[src/rtl/bsu_pkg.sv]
package bsu_pkg;
    localparam int SIG_W   = 32;
    localparam int ADDR_W  = 2;
    localparam int BYTES_W = SIG_W / 8;

    localparam logic [SIG_W-1:0] MISR_TAPS = 32'h0020_0007;
    localparam logic [SIG_W-1:0] POLY_C32  = 32'h04C1_1DB7;
    localparam logic [SIG_W-1:0] POLY_C16A = 32'h0000_8005;
    localparam logic [SIG_W-1:0] POLY_C16B = 32'h0000_1021;

    localparam logic [ADDR_W-1:0] A_CTRL = 2'd0;
    localparam logic [ADDR_W-1:0] A_SIG1 = 2'd1;
    localparam logic [ADDR_W-1:0] A_SIG2 = 2'd2;

    localparam int CB_RUN1 = 0;
    localparam int CB_EVT1 = 1;
    localparam int CB_RUN2 = 2;
    localparam int CB_EVT2 = 3;
    localparam int CB_CLR1 = 4;
    localparam int CB_CLR2 = 5;
    localparam int CB_MODE = 6;

    typedef enum logic [1:0] {
        MODE_MISR  = 2'b00,
        MODE_C32   = 2'b01,
        MODE_C16A  = 2'b10,
        MODE_C16B  = 2'b11
    } sig_mode_e;

    typedef enum logic [1:0] {
        CH_HALT_CYCLE = 2'b00,
        CH_HALT_EVENT = 2'b01,
        CH_RUN_CYCLE  = 2'b10,
        CH_RUN_EVENT  = 2'b11
    } ch_state_e;

    function automatic logic [SIG_W-1:0] misr_step(
        input logic [SIG_W-1:0] s,
        input logic [SIG_W-1:0] d
    );
        logic [SIG_W-1:0] n;
        n = {s[SIG_W-2:0], 1'b0};
        if (s[SIG_W-1]) n = n ^ MISR_TAPS;
        return n ^ d;
    endfunction

    function automatic logic [SIG_W-1:0] crc_word(
        input logic [SIG_W-1:0] c,
        input logic [SIG_W-1:0] d,
        input logic [SIG_W-1:0] poly,
        input logic             narrow
    );
        logic [SIG_W-1:0] r;
        logic             top;
        r = narrow ? {16'h0000, c[15:0]} : c;
        for (int b = 0; b < BYTES_W; b++) begin
            if (narrow) r[15:8]  = r[15:8]  ^ d[8*b +: 8];
            else        r[31:24] = r[31:24] ^ d[8*b +: 8];
            for (int k = 0; k < 8; k++) begin
                top = narrow ? r[15] : r[31];
                r   = {r[SIG_W-2:0], 1'b0};
                if (top) r = r ^ poly;
                if (narrow) r[31:16] = 16'h0000;
            end
        end
        return r;
    endfunction
endpackage

[src/rtl/bsu_ctrl.sv]
module bsu_ctrl
    import bsu_pkg::*;
(
    input  logic              clk,
    input  logic              rst_n,
    input  logic              wr_en_i,
    input  logic [ADDR_W-1:0] addr_i,
    input  logic [SIG_W-1:0]  wdata_i,
    input  logic [SIG_W-1:0]  sig1_i,
    input  logic [SIG_W-1:0]  sig2_i,
    input  logic              run1_i,
    input  logic              evt1_i,
    input  logic              run2_i,
    input  logic              evt2_i,
    output logic [SIG_W-1:0]  rdata_o,
    output logic              ctrl_wr_o,
    output logic              run1_wr_o,
    output logic              evt1_wr_o,
    output logic              run2_wr_o,
    output logic              evt2_wr_o,
    output logic              clr1_o,
    output logic              clr2_o,
    output logic              seed1_o,
    output logic              seed2_o,
    output sig_mode_e         mode_o
);
    sig_mode_e mode_q;

    assign ctrl_wr_o = wr_en_i && (addr_i == A_CTRL);
    assign seed1_o   = wr_en_i && (addr_i == A_SIG1);
    assign seed2_o   = wr_en_i && (addr_i == A_SIG2);
    assign run1_wr_o = wdata_i[CB_RUN1];
    assign evt1_wr_o = wdata_i[CB_EVT1];
    assign run2_wr_o = wdata_i[CB_RUN2];
    assign evt2_wr_o = wdata_i[CB_EVT2];
    assign clr1_o    = ctrl_wr_o && wdata_i[CB_CLR1];
    assign clr2_o    = ctrl_wr_o && wdata_i[CB_CLR2];
    assign mode_o    = mode_q;

    always_ff @(posedge clk or negedge rst_n) begin
        if (!rst_n)         mode_q <= MODE_MISR;
        else if (ctrl_wr_o) mode_q <= sig_mode_e'(wdata_i[CB_MODE +: 2]);
    end

    always_comb begin
        case (addr_i)
            A_CTRL:  rdata_o = {24'h0, mode_q, 2'b00, evt2_i, run2_i, evt1_i, run1_i};
            A_SIG1:  rdata_o = sig1_i;
            A_SIG2:  rdata_o = sig2_i;
            default: rdata_o = '0;
        endcase
    end

    // mode only changes through a control write
    assert_mode_hold_R7: assert property (@(posedge clk) disable iff (!rst_n)
        !ctrl_wr_o |=> mode_q == $past(mode_q));
endmodule

[src/rtl/bsu_channel.sv]
module bsu_channel
    import bsu_pkg::*;
#(
    parameter bit SELECTABLE = 1'b0
) (
    input  logic             clk,
    input  logic             rst_n,
    input  logic             ctrl_wr_i,
    input  logic             run_wr_i,
    input  logic             evt_wr_i,
    input  logic             clr_i,
    input  logic             seed_wr_i,
    input  logic [SIG_W-1:0] seed_i,
    input  sig_mode_e        mode_i,
    input  logic [SIG_W-1:0] bus_data_i,
    input  logic             bus_valid_i,
    output logic [SIG_W-1:0] sig_o,
    output logic             run_o,
    output logic             evt_o
);
    ch_state_e        state_q, state_d;
    logic             upd_en;
    logic [SIG_W-1:0] sig_q, step;

    // state register
    always_ff @(posedge clk or negedge rst_n) begin
        if (!rst_n) state_q <= CH_HALT_CYCLE;
        else        state_q <= state_d;
    end

    // transitions: a control write picks the state from its run/event bits
    always_comb begin
        state_d = state_q;
        if (ctrl_wr_i) begin
            unique case ({run_wr_i, evt_wr_i})
                2'b00: state_d = CH_HALT_CYCLE;
                2'b01: state_d = CH_HALT_EVENT;
                2'b10: state_d = CH_RUN_CYCLE;
                2'b11: state_d = CH_RUN_EVENT;
            endcase
        end
    end

    // outputs of the state machine
    always_comb begin
        unique case (state_q)
            CH_HALT_CYCLE: begin upd_en = 1'b0;        run_o = 1'b0; evt_o = 1'b0; end
            CH_HALT_EVENT: begin upd_en = 1'b0;        run_o = 1'b0; evt_o = 1'b1; end
            CH_RUN_CYCLE:  begin upd_en = 1'b1;        run_o = 1'b1; evt_o = 1'b0; end
            CH_RUN_EVENT:  begin upd_en = bus_valid_i; run_o = 1'b1; evt_o = 1'b1; end
        endcase
    end

    generate
        if (SELECTABLE) begin : g_sel
            always_comb begin
                unique case (mode_i)
                    MODE_MISR: step = misr_step(sig_q, bus_data_i);
                    MODE_C32:  step = crc_word(sig_q, bus_data_i, POLY_C32, 1'b0);
                    MODE_C16A: step = crc_word(sig_q, bus_data_i, POLY_C16A, 1'b1);
                    MODE_C16B: step = crc_word(sig_q, bus_data_i, POLY_C16B, 1'b1);
                endcase
            end
            // narrow CRC results keep the upper half at zero
            assert_narrow_upper_R8: assert property (@(posedge clk) disable iff (!rst_n)
                (upd_en && !clr_i && !seed_wr_i && mode_i[1]) |=> sig_q[31:16] == 16'h0);
        end else begin : g_fixed
            logic unused_mode;
            assign unused_mode = ^mode_i;
            always_comb step = misr_step(sig_q, bus_data_i);
        end
    endgenerate

    // signature register: clear, then seed, then bus update
    always_ff @(posedge clk or negedge rst_n) begin
        if (!rst_n)         sig_q <= '0;
        else if (clr_i)     sig_q <= '0;
        else if (seed_wr_i) sig_q <= seed_i;
        else if (upd_en)    sig_q <= step;
    end

    assign sig_o = sig_q;

    // a clear leaves the signature at zero
    assert_clear_zero_R4: assert property (@(posedge clk) disable iff (!rst_n)
        clr_i |=> sig_q == '0);
    // a seed write without a clear loads the seed
    assert_seed_load_R5: assert property (@(posedge clk) disable iff (!rst_n)
        (seed_wr_i && !clr_i) |=> sig_q == $past(seed_i));
    // halted channels hold
    assert_halt_hold_R2: assert property (@(posedge clk) disable iff (!rst_n)
        (!run_o && !clr_i && !seed_wr_i) |=> sig_q == $past(sig_q));
    // event mode ignores cycles without a valid strobe
    assert_event_skip_R3: assert property (@(posedge clk) disable iff (!rst_n)
        (evt_o && !bus_valid_i && !clr_i && !seed_wr_i) |=> sig_q == $past(sig_q));
endmodule

[src/rtl/bus_sig_unit.sv]
module bus_sig_unit
    import bsu_pkg::*;
(
    input  logic        clk,
    input  logic        rst_n,
    input  logic        reg_wr_en,
    input  logic [1:0]  reg_addr,
    input  logic [31:0] reg_wdata,
    output logic [31:0] reg_rdata,
    input  logic [31:0] pab_data,
    input  logic        pab_valid,
    input  logic [31:0] dwb_data,
    input  logic        dwb_valid
);
    logic             ctrl_wr, run1_wr, evt1_wr, run2_wr, evt2_wr;
    logic             clr1, clr2, seed1, seed2;
    logic             run1, evt1, run2, evt2;
    logic [SIG_W-1:0] sig1, sig2;
    sig_mode_e        mode;

    bsu_ctrl u_ctrl (
        .clk       (clk),
        .rst_n     (rst_n),
        .wr_en_i   (reg_wr_en),
        .addr_i    (reg_addr),
        .wdata_i   (reg_wdata),
        .sig1_i    (sig1),
        .sig2_i    (sig2),
        .run1_i    (run1),
        .evt1_i    (evt1),
        .run2_i    (run2),
        .evt2_i    (evt2),
        .rdata_o   (reg_rdata),
        .ctrl_wr_o (ctrl_wr),
        .run1_wr_o (run1_wr),
        .evt1_wr_o (evt1_wr),
        .run2_wr_o (run2_wr),
        .evt2_wr_o (evt2_wr),
        .clr1_o    (clr1),
        .clr2_o    (clr2),
        .seed1_o   (seed1),
        .seed2_o   (seed2),
        .mode_o    (mode)
    );

    bsu_channel #(.SELECTABLE(1'b0)) u_ch1 (
        .clk         (clk),
        .rst_n       (rst_n),
        .ctrl_wr_i   (ctrl_wr),
        .run_wr_i    (run1_wr),
        .evt_wr_i    (evt1_wr),
        .clr_i       (clr1),
        .seed_wr_i   (seed1),
        .seed_i      (reg_wdata),
        .mode_i      (MODE_MISR),
        .bus_data_i  (pab_data),
        .bus_valid_i (pab_valid),
        .sig_o       (sig1),
        .run_o       (run1),
        .evt_o       (evt1)
    );

    bsu_channel #(.SELECTABLE(1'b1)) u_ch2 (
        .clk         (clk),
        .rst_n       (rst_n),
        .ctrl_wr_i   (ctrl_wr),
        .run_wr_i    (run2_wr),
        .evt_wr_i    (evt2_wr),
        .clr_i       (clr2),
        .seed_wr_i   (seed2),
        .seed_i      (reg_wdata),
        .mode_i      (mode),
        .bus_data_i  (dwb_data),
        .bus_valid_i (dwb_valid),
        .sig_o       (sig2),
        .run_o       (run2),
        .evt_o       (evt2)
    );

    // the run/event readback follows the last control write
    assert_ctrl_readback_R9: assert property (@(posedge clk) disable iff (!rst_n)
        ctrl_wr |=> (run1 == $past(reg_wdata[CB_RUN1])) && (evt2 == $past(reg_wdata[CB_EVT2])));
endmodule

[config.mk]
export PLATFORM = sky130hd
export DESIGN_NAME = bus_sig_unit
export DESIGN_NICKNAME = d
export VERILOG_FILES = /design/src/rtl/bsu_pkg.sv /design/src/rtl/bsu_ctrl.sv /design/src/rtl/bsu_channel.sv /design/src/rtl/bus_sig_unit.sv
export SDC_FILE = /design/constraint.sdc
export NUM_CORES = 1
export LEC_CHECK = 0
export BUFFER_PORTS_ARGS = -buffer_cell sky130_fd_sc_hd__buf_2
export CAP_MARGIN = 20
export CORE_ASPECT_RATIO = 1.4
export CORE_MARGIN = 3
export CORE_UTILIZATION = 54
export DETAILED_ROUTE_END_ITERATION = 12
export PLACE_DENSITY = 0.79
export SLEW_MARGIN = 15
export SYNTH_ARGS = -nofsm -noshare
export SYNTH_HDL_FRONTEND = slang
export SYNTH_SLANG_ARGS = --single-unit
[constraint.sdc]
create_clock -name clk -period 3.9 [get_ports clk]
set_input_delay 0.585 -clock clk [delete_from_list [all_inputs] [get_ports clk]]
set_output_delay 0.585 -clock clk [all_outputs]
set_load 0.01 [all_outputs]
; ---- Word-level counts from Yosys, hierarchy flattened
; Index checks and enable logic that the tools add are counted.
[classes]
n_eq_ne = 17
mux = 220
bitwise_logic = 111
n_reduce_logical = 21
[op_table]
columns = op, count
row1 = $mux W16, 94
row2 = $mux W32, 38
row3 = $mux W27, 32
row4 = $not A14 Y14, 32
row5 = $mux W13, 32
row6 = $not A3 Y3, 64
row7 = $pmux W32 S4, 1
row8 = $mux W8, 12
row9 = $pmux W32 S3, 1
row10 = $xor A8 B8 Y8, 11
row11 = $xor A32 B32 Y32, 2
row12 = $mux W22, 2
row13 = $eq A2 B2 Y1 const B, 11
row14 = $pmux W2 S4, 2
row15 = $reduce_or A2 Y1, 8
row16 = $eq A2 B1 Y1 const B, 6
row17 = $logic_not A2 Y1, 6
row18 = $not A4 Y4, 2
row19 = $pmux W1 S2, 4
row20 = $pmux W1 S3, 2
row21 = $reduce_bool A3 Y1, 2
row22 = $logic_and A1 B1 Y1, 5
[totals]
regBits = 70
input_bits = 103
out_inout_bits = 32
wordCells = 374

; ---- Longest topological paths before layout
[depth]
word_depth = 107
depth_mapped = 11
ltp_nobuf = 10

; ---- Modules after synthesis
; Synthesis repeated with hierarchy kept, for this count alone.
[hier_totals]
hier_cells = 929
hier_area_um2 = 9670.5
[by_module_without_submodules]
columns = module, instances, cells_per_inst, area_per_inst_um2, seq_area_each_um2
row1 = bsu_channel at u_ch2, 1, 682, 7140.6, 850.8
row2 = bsu_channel at u_ch1, 1, 184, 1929.4, 850.8
row3 = bsu_ctrl, 1, 62, 596.8, 50.0
row4 = bus_sig_unit, 1, 1, 3.8, 0.0

; ---- Worst setup path before layout
; Ideal clock, no wire load.
[synth_timing]
path_kind = in2reg
startpoint = input dwb_data[7]
endpoint = register u_ch2.sig_q[1] (netlist: u_ch2.sig_o[1])
setup_ns = 0.127
t_arrival_ns = 4.091
required_ns = 3.773
path_slack_ns = -0.318
stages = 11
n_path_buf = 1
path_cell_list = buf_2 > xor2_1 > xnor3_1 > xor2_2 > xnor3_2 > xnor2_2 > xnor2_1 > xor2_1 > mux4_2 > a222oi_1 > inv_1
[synth_between]
elab_chain_cells = 78
word_cells_on_any_way = 267
classes_between = mux (198) / bitwise (69)
[synth_rtl]
columns = element, line
row1 = start: declaration, bus_sig_unit.sv:12  ; input logic [31:0] dwb_data,
row2 = branches (longest 74 deep; another with $mux W16), -
row3 = $pmux W32 S4 (*), bsu_channel.sv:57  ; unique case (mode_i)
row4 = $mux W32 (*), bsu_channel.sv:79  ; else if (upd_en) sig_q <= step;
row5 = $mux W32 (*), bsu_channel.sv:78  ; else if (seed_wr_i) sig_q <= seed_i;
row6 = $mux W32 (*), bsu_channel.sv:77  ; else if (clr_i) sig_q <= '0;
row7 = end signal: assignment, bsu_channel.sv:78
row8 = end signal: assignment, bsu_channel.sv:79
row9 = end: declaration, bsu_channel.sv:23  ; logic [SIG_W-1:0] sig_q, step;
; Mark *: on every way between the ends. The select of a mux whose other input is x is not followed.
; A chain may end at the register's enable or synchronous reset.

; ---- Worst setup path in the final report
[layout_timing]
startpoint = register u_ch2.sig_q[25] (netlist: u_ch2.sig_o[25])
endpoint = register u_ch2.sig_q[12] (netlist: u_ch2.sig_o[12])
[layout_between]
elab_chain_cells = 70
word_cells_on_any_way = 95
classes_between = mux (66) / bitwise (29)
[layout_rtl]
columns = element, line
row1 = $xor A8 B8 Y8 (*), bsu_pkg.sv:58  ; else r[31:24] = r[31:24] ^ d[8*b +: 8];
row2 = $mux W8 (*), bsu_channel.sv:57
row3 = $not A14 Y14 (no source line), -
row4 = $mux W27 (*), bsu_pkg.sv:62  ; if (top) r = r ^ poly;
row5 = $mux W32 (*) (6 in series), bsu_channel.sv:57
row6 = $mux W27 (*), bsu_pkg.sv:62
row7 = $mux W32 (*), bsu_channel.sv:57
row8 = $mux W27 / $not A14 Y14 (equally long branches), -
row9 = [... 49 more ...], -
row10 = $mux W27 / $mux W32 (equally long branches), "bsu_pkg.sv:62, bsu_channel.sv:57"
row11 = $mux W32 (*), bsu_channel.sv:57
row12 = $not A14 Y14 (no source line) / $mux W32 (equally long branches), -
row13 = $mux W27 (*), bsu_pkg.sv:62
row14 = $pmux W32 S4 (*), bsu_channel.sv:57
row15 = $mux W32 (*), bsu_channel.sv:79
row16 = $mux W32 (*), bsu_channel.sv:78
row17 = $mux W32 (*), bsu_channel.sv:77
; Mark *: on every way between the ends. The rest lies on a longest branch, timed or not. The select of a mux whose other input is x is not followed.

==> impl_metrics.py <==
metrics = {
    "die": {
        "ios": 135,
        "coreArea_sq_um": 17000,
        "die-width_microns": 118,
        "die_h_microns": 163,
        "num_rows": 56,
        "start_util_pct": 55.8,
        "die_area_sq_um": 19200,
    },
    "global_routing": {
        "grt_max_degree": 47,
        "grt_pass1_wl_microns": 50700,
        "grt_use_total_pct": 35.0,
        "antenna_found_initial": 0,
        "first_global_vias": 8734,
        "grt_overflow_total": 0,
    },
    "place": {
        "place.gp.congestion": 1.06,
        "port_buffers": 134,
        "dp_hpwl_microns": 27900,
        "postPlaceCellArea_sq_um": 11600,
    },
    "clocking": {
        "clock-sinks": 70,
        "clock_latency_ns": 0.34,
        "cts_root_buf": "clkbuf_16",
        "h-tree-depth": 3,
        "clkTransAtPathRegs_ns": 0.06,
        "clockBufferDepth": 2,
        "cts_tree": "yes",
        "cts_hold_buf": 0,
        "cts-buffers-inserted": 9,
    },
    "layout": {
        "num-fill-cells": 1353,
        "drive_above_1_share_pct": 31.6,
        "seqCellArea_sq_um": 1760,
        "antenna-diode-count": 0,
        "fin_nets": 1333,
        "area_growth_pct": 26.5,
        "final_area_sq_um": 12000,
        "multi_input_area_sq_um": 7580,
    },
    "synth": {
        "netlist_area_sq_um": 9460,
        "ys_seq_area_share_pct": 18.5,
        "syn-num-nets": 1082,
        "synth_common_cells": "xnor2_1, nand2_1, o21ai_0",
        "synth_ff_type": "dfrtp_1",
        "ys_warn_count": 0,
        "synthCells": 979,
        "synth.distinct_cells": 48,
        "yosysTopAreaCellShare_pct": 27.3,
        "synth.most_common_cell": "xnor2_1",
        "async_reset_ff_share_pct": 100,
        "synth_area_leader_cell": "xnor2_1",
        "synth_edf_count": 0,
        "syn_avg_cell_area_sq_um": 9.66,
        "ys_ff_latch": 70,
        "synth_area_leaders": "xnor2_1, dfrtp_1, xnor3_1",
    },
    "route": {
        "wl_per_cell_microns": 23.0,
        "drt-pass1-iter-count": 7,
        "via_per_inst": 5.85,
        "drt_iter0_drc": 812,
        "drcViolationCount": 0,
        "dr_total_vias": 8578,
        "final_antenna_net_count": 0,
        "drt-total-wl_microns": 33700,
    },
    "sta": {
        "tns_ns": 0,
        "finalHoldViolCount": 0,
        "timing.fmax_mhz": 263,
        "min_period_over_period_pct": 97.6,
        "rsz0062_at_grt": "true",
        "finalMaxSlewViolations": 0,
        "relSlewSlack_pct": 32.2,
        "final-setup-viol-count": 0,
        "worst_pin_slew_ns": 1.02,
        "finalCriticalPeriod_ns": 3.81,
        "clock_skew_ns": 0.00636,
    },
    "worst_setup_path": {
        "end_kind": "register",
        "required_ns": 4.12,
        "path_class": "reg2reg",
        "worstPathMaxFanout": 4,
        "critPathArrivalTime_ns": 4.03,
        "worstSetupStartpointType": "register",
    },
    "job": {
        "max-cap-violations": 0,
    },
    "hold_path": {
        "hp-class": "in2async",
    },
    "run_status": {
        "status": "finished clean",
    },
}
## state kept, by name, indices dropped and copies added (netlist names)
register,count
u_ch1.sig_o,32
u_ch2.sig_o,32
u_ch1.state_q,2
u_ch2.state_q,2
u_ctrl.mode_o,2
## critical path, stage by stage (launching register included)
cell,delay (ns)
dfrtp_2,0.50
xnor2_4,0.17
buf_4,0.15
xnor2_1,0.28
buf_4,0.20
xnor3_1,0.32
xor3_2,0.30
buf_4,0.16
xnor3_2,0.36
xnor3_2,0.28
xnor3_1,0.41
xor2_1,0.19
a221oi_2,0.26
o21ai_1,0.09
## metal layers
layer	up-vias	global-route usage, %	share of wire [%]	routed length, microns
met5	-	0	0	0
met4	0	21.9	7.3	2480
li1	3803	-	-	-
met3	152	7.09	10	3510
met1	4014	42.5	36	12100
met2	609	57.1	46	15600
## kinds of logic after synthesis
kind of cell | count (synthesis) | share of synthesized area, %
buffers and inverters | 77 | 3.17
AOI/OAI and AO/OA | 210 | 14.2
and+or+nand+nor | 136 | 5.82
xor gates and xnor gates | 472 | 56.6
DFF | 70 | 18.5
muxes | 14 | 1.67
## cell type report
cell class | instances | share of cell area (%)
multi-input combinational | 832 | 63.3
timing repair buffer | 314 | 17.2
sequential | 70 | 14.7
tap | 232 | 2.42
clock buffer | 9 | 1.88
clock inverter | 7 | 0.418
inverter | 3 | 0.0941
## final timing paths
check | startpoint | end | slack [ns] | depth (start not counted)
worst max-delay path | u_ch2.sig_o[25] | u_ch2.sig_o[12] | 0.09 | 13
worst min-delay path | rst_n | u_ch1.sig_o[1] | 0.15 | 1
worst max register to register | u_ch2.sig_o[25] | u_ch2.sig_o[12] | 0.09 | 13
worst min register to register | u_ch1.sig_o[10] | u_ch1.sig_o[10] | 0.54 | 2
max in group asynchronous | rst_n | u_ch2.sig_o[22] | 2.80 | 3
min in group clk | reg_wdata[3] | u_ch2.state_q[0] | 0.52 | 3
## cells in the final DEF (no fill, tap or decap), types with 4 or more instances in the layout
| cell type | netlist | routed |
|---|---|---|
| buf_2 | 6 | 134 |
| dfrtp_1 | 70 | 66 |
| xor3_1 | 11 | 10 |
| mux2i_1 | 9 | 9 |
| a222oi_1 | 4 | 4 |
| nand2_1 | 98 | 98 |
| o21ai_1 | 21 | 21 |
| xnor3_2 | 7 | 11 |
| xnor2_1 | 295 | 290 |
| a21oi_1 | 18 | 18 |
| o22ai_1 | 6 | 6 |
| a221oi_1 | 10 | 10 |
| clkbuf_16 | 0 | 9 |
| xnor2_2 | 14 | 13 |
| mux2_2 | 4 | 4 |
| dfrtp_2 | 0 | 4 |
| xnor3_1 | 50 | 46 |
| xor2_4 | 2 | 5 |
| a22oi_1 | 13 | 13 |
| nand3_1 | 4 | 4 |
| xnor2_4 | 4 | 10 |
| a22o_1 | 32 | 32 |
| xor2_1 | 84 | 82 |
| o211ai_1 | 6 | 6 |
| o21ai_0 | 86 | 86 |
| nor2_1 | 20 | 18 |
| buf_4 | 1 | 177 |
## through the flow
| step | setup slack, ns | hold slack, ns | instances | util [%] |
|---|---|---|---|---|
| after global routing | -0.0303 | 0.171 | 1467 | 70.6 |
| after floorplan | -0.0393 | 0.289 | 979 | - |
| final | 0.0928 | 0.152 | 1467 | 70.6 |
| after detailed placement | -0.144 | 0.521 | 1444 | 68.3 |
| after CTS | 0.0123 | 0.470 | 1463 | 70.0 |
| after global placement | -0.117 | 0.508 | 1444 | 68.3 |
## repair_timing
| item | CTS | global route |
|---|---|---|
| gates resized for setup | 0 | 10 |
| setup buffers | 3 | 3 |
| pin swaps | 1 | 2 |
| setup endpoints to repair | 1 | 9 |
Power is left out: the tool's default activity adds up to more than one toggle a clock period on the data nets, which glitch-free logic cannot reach.
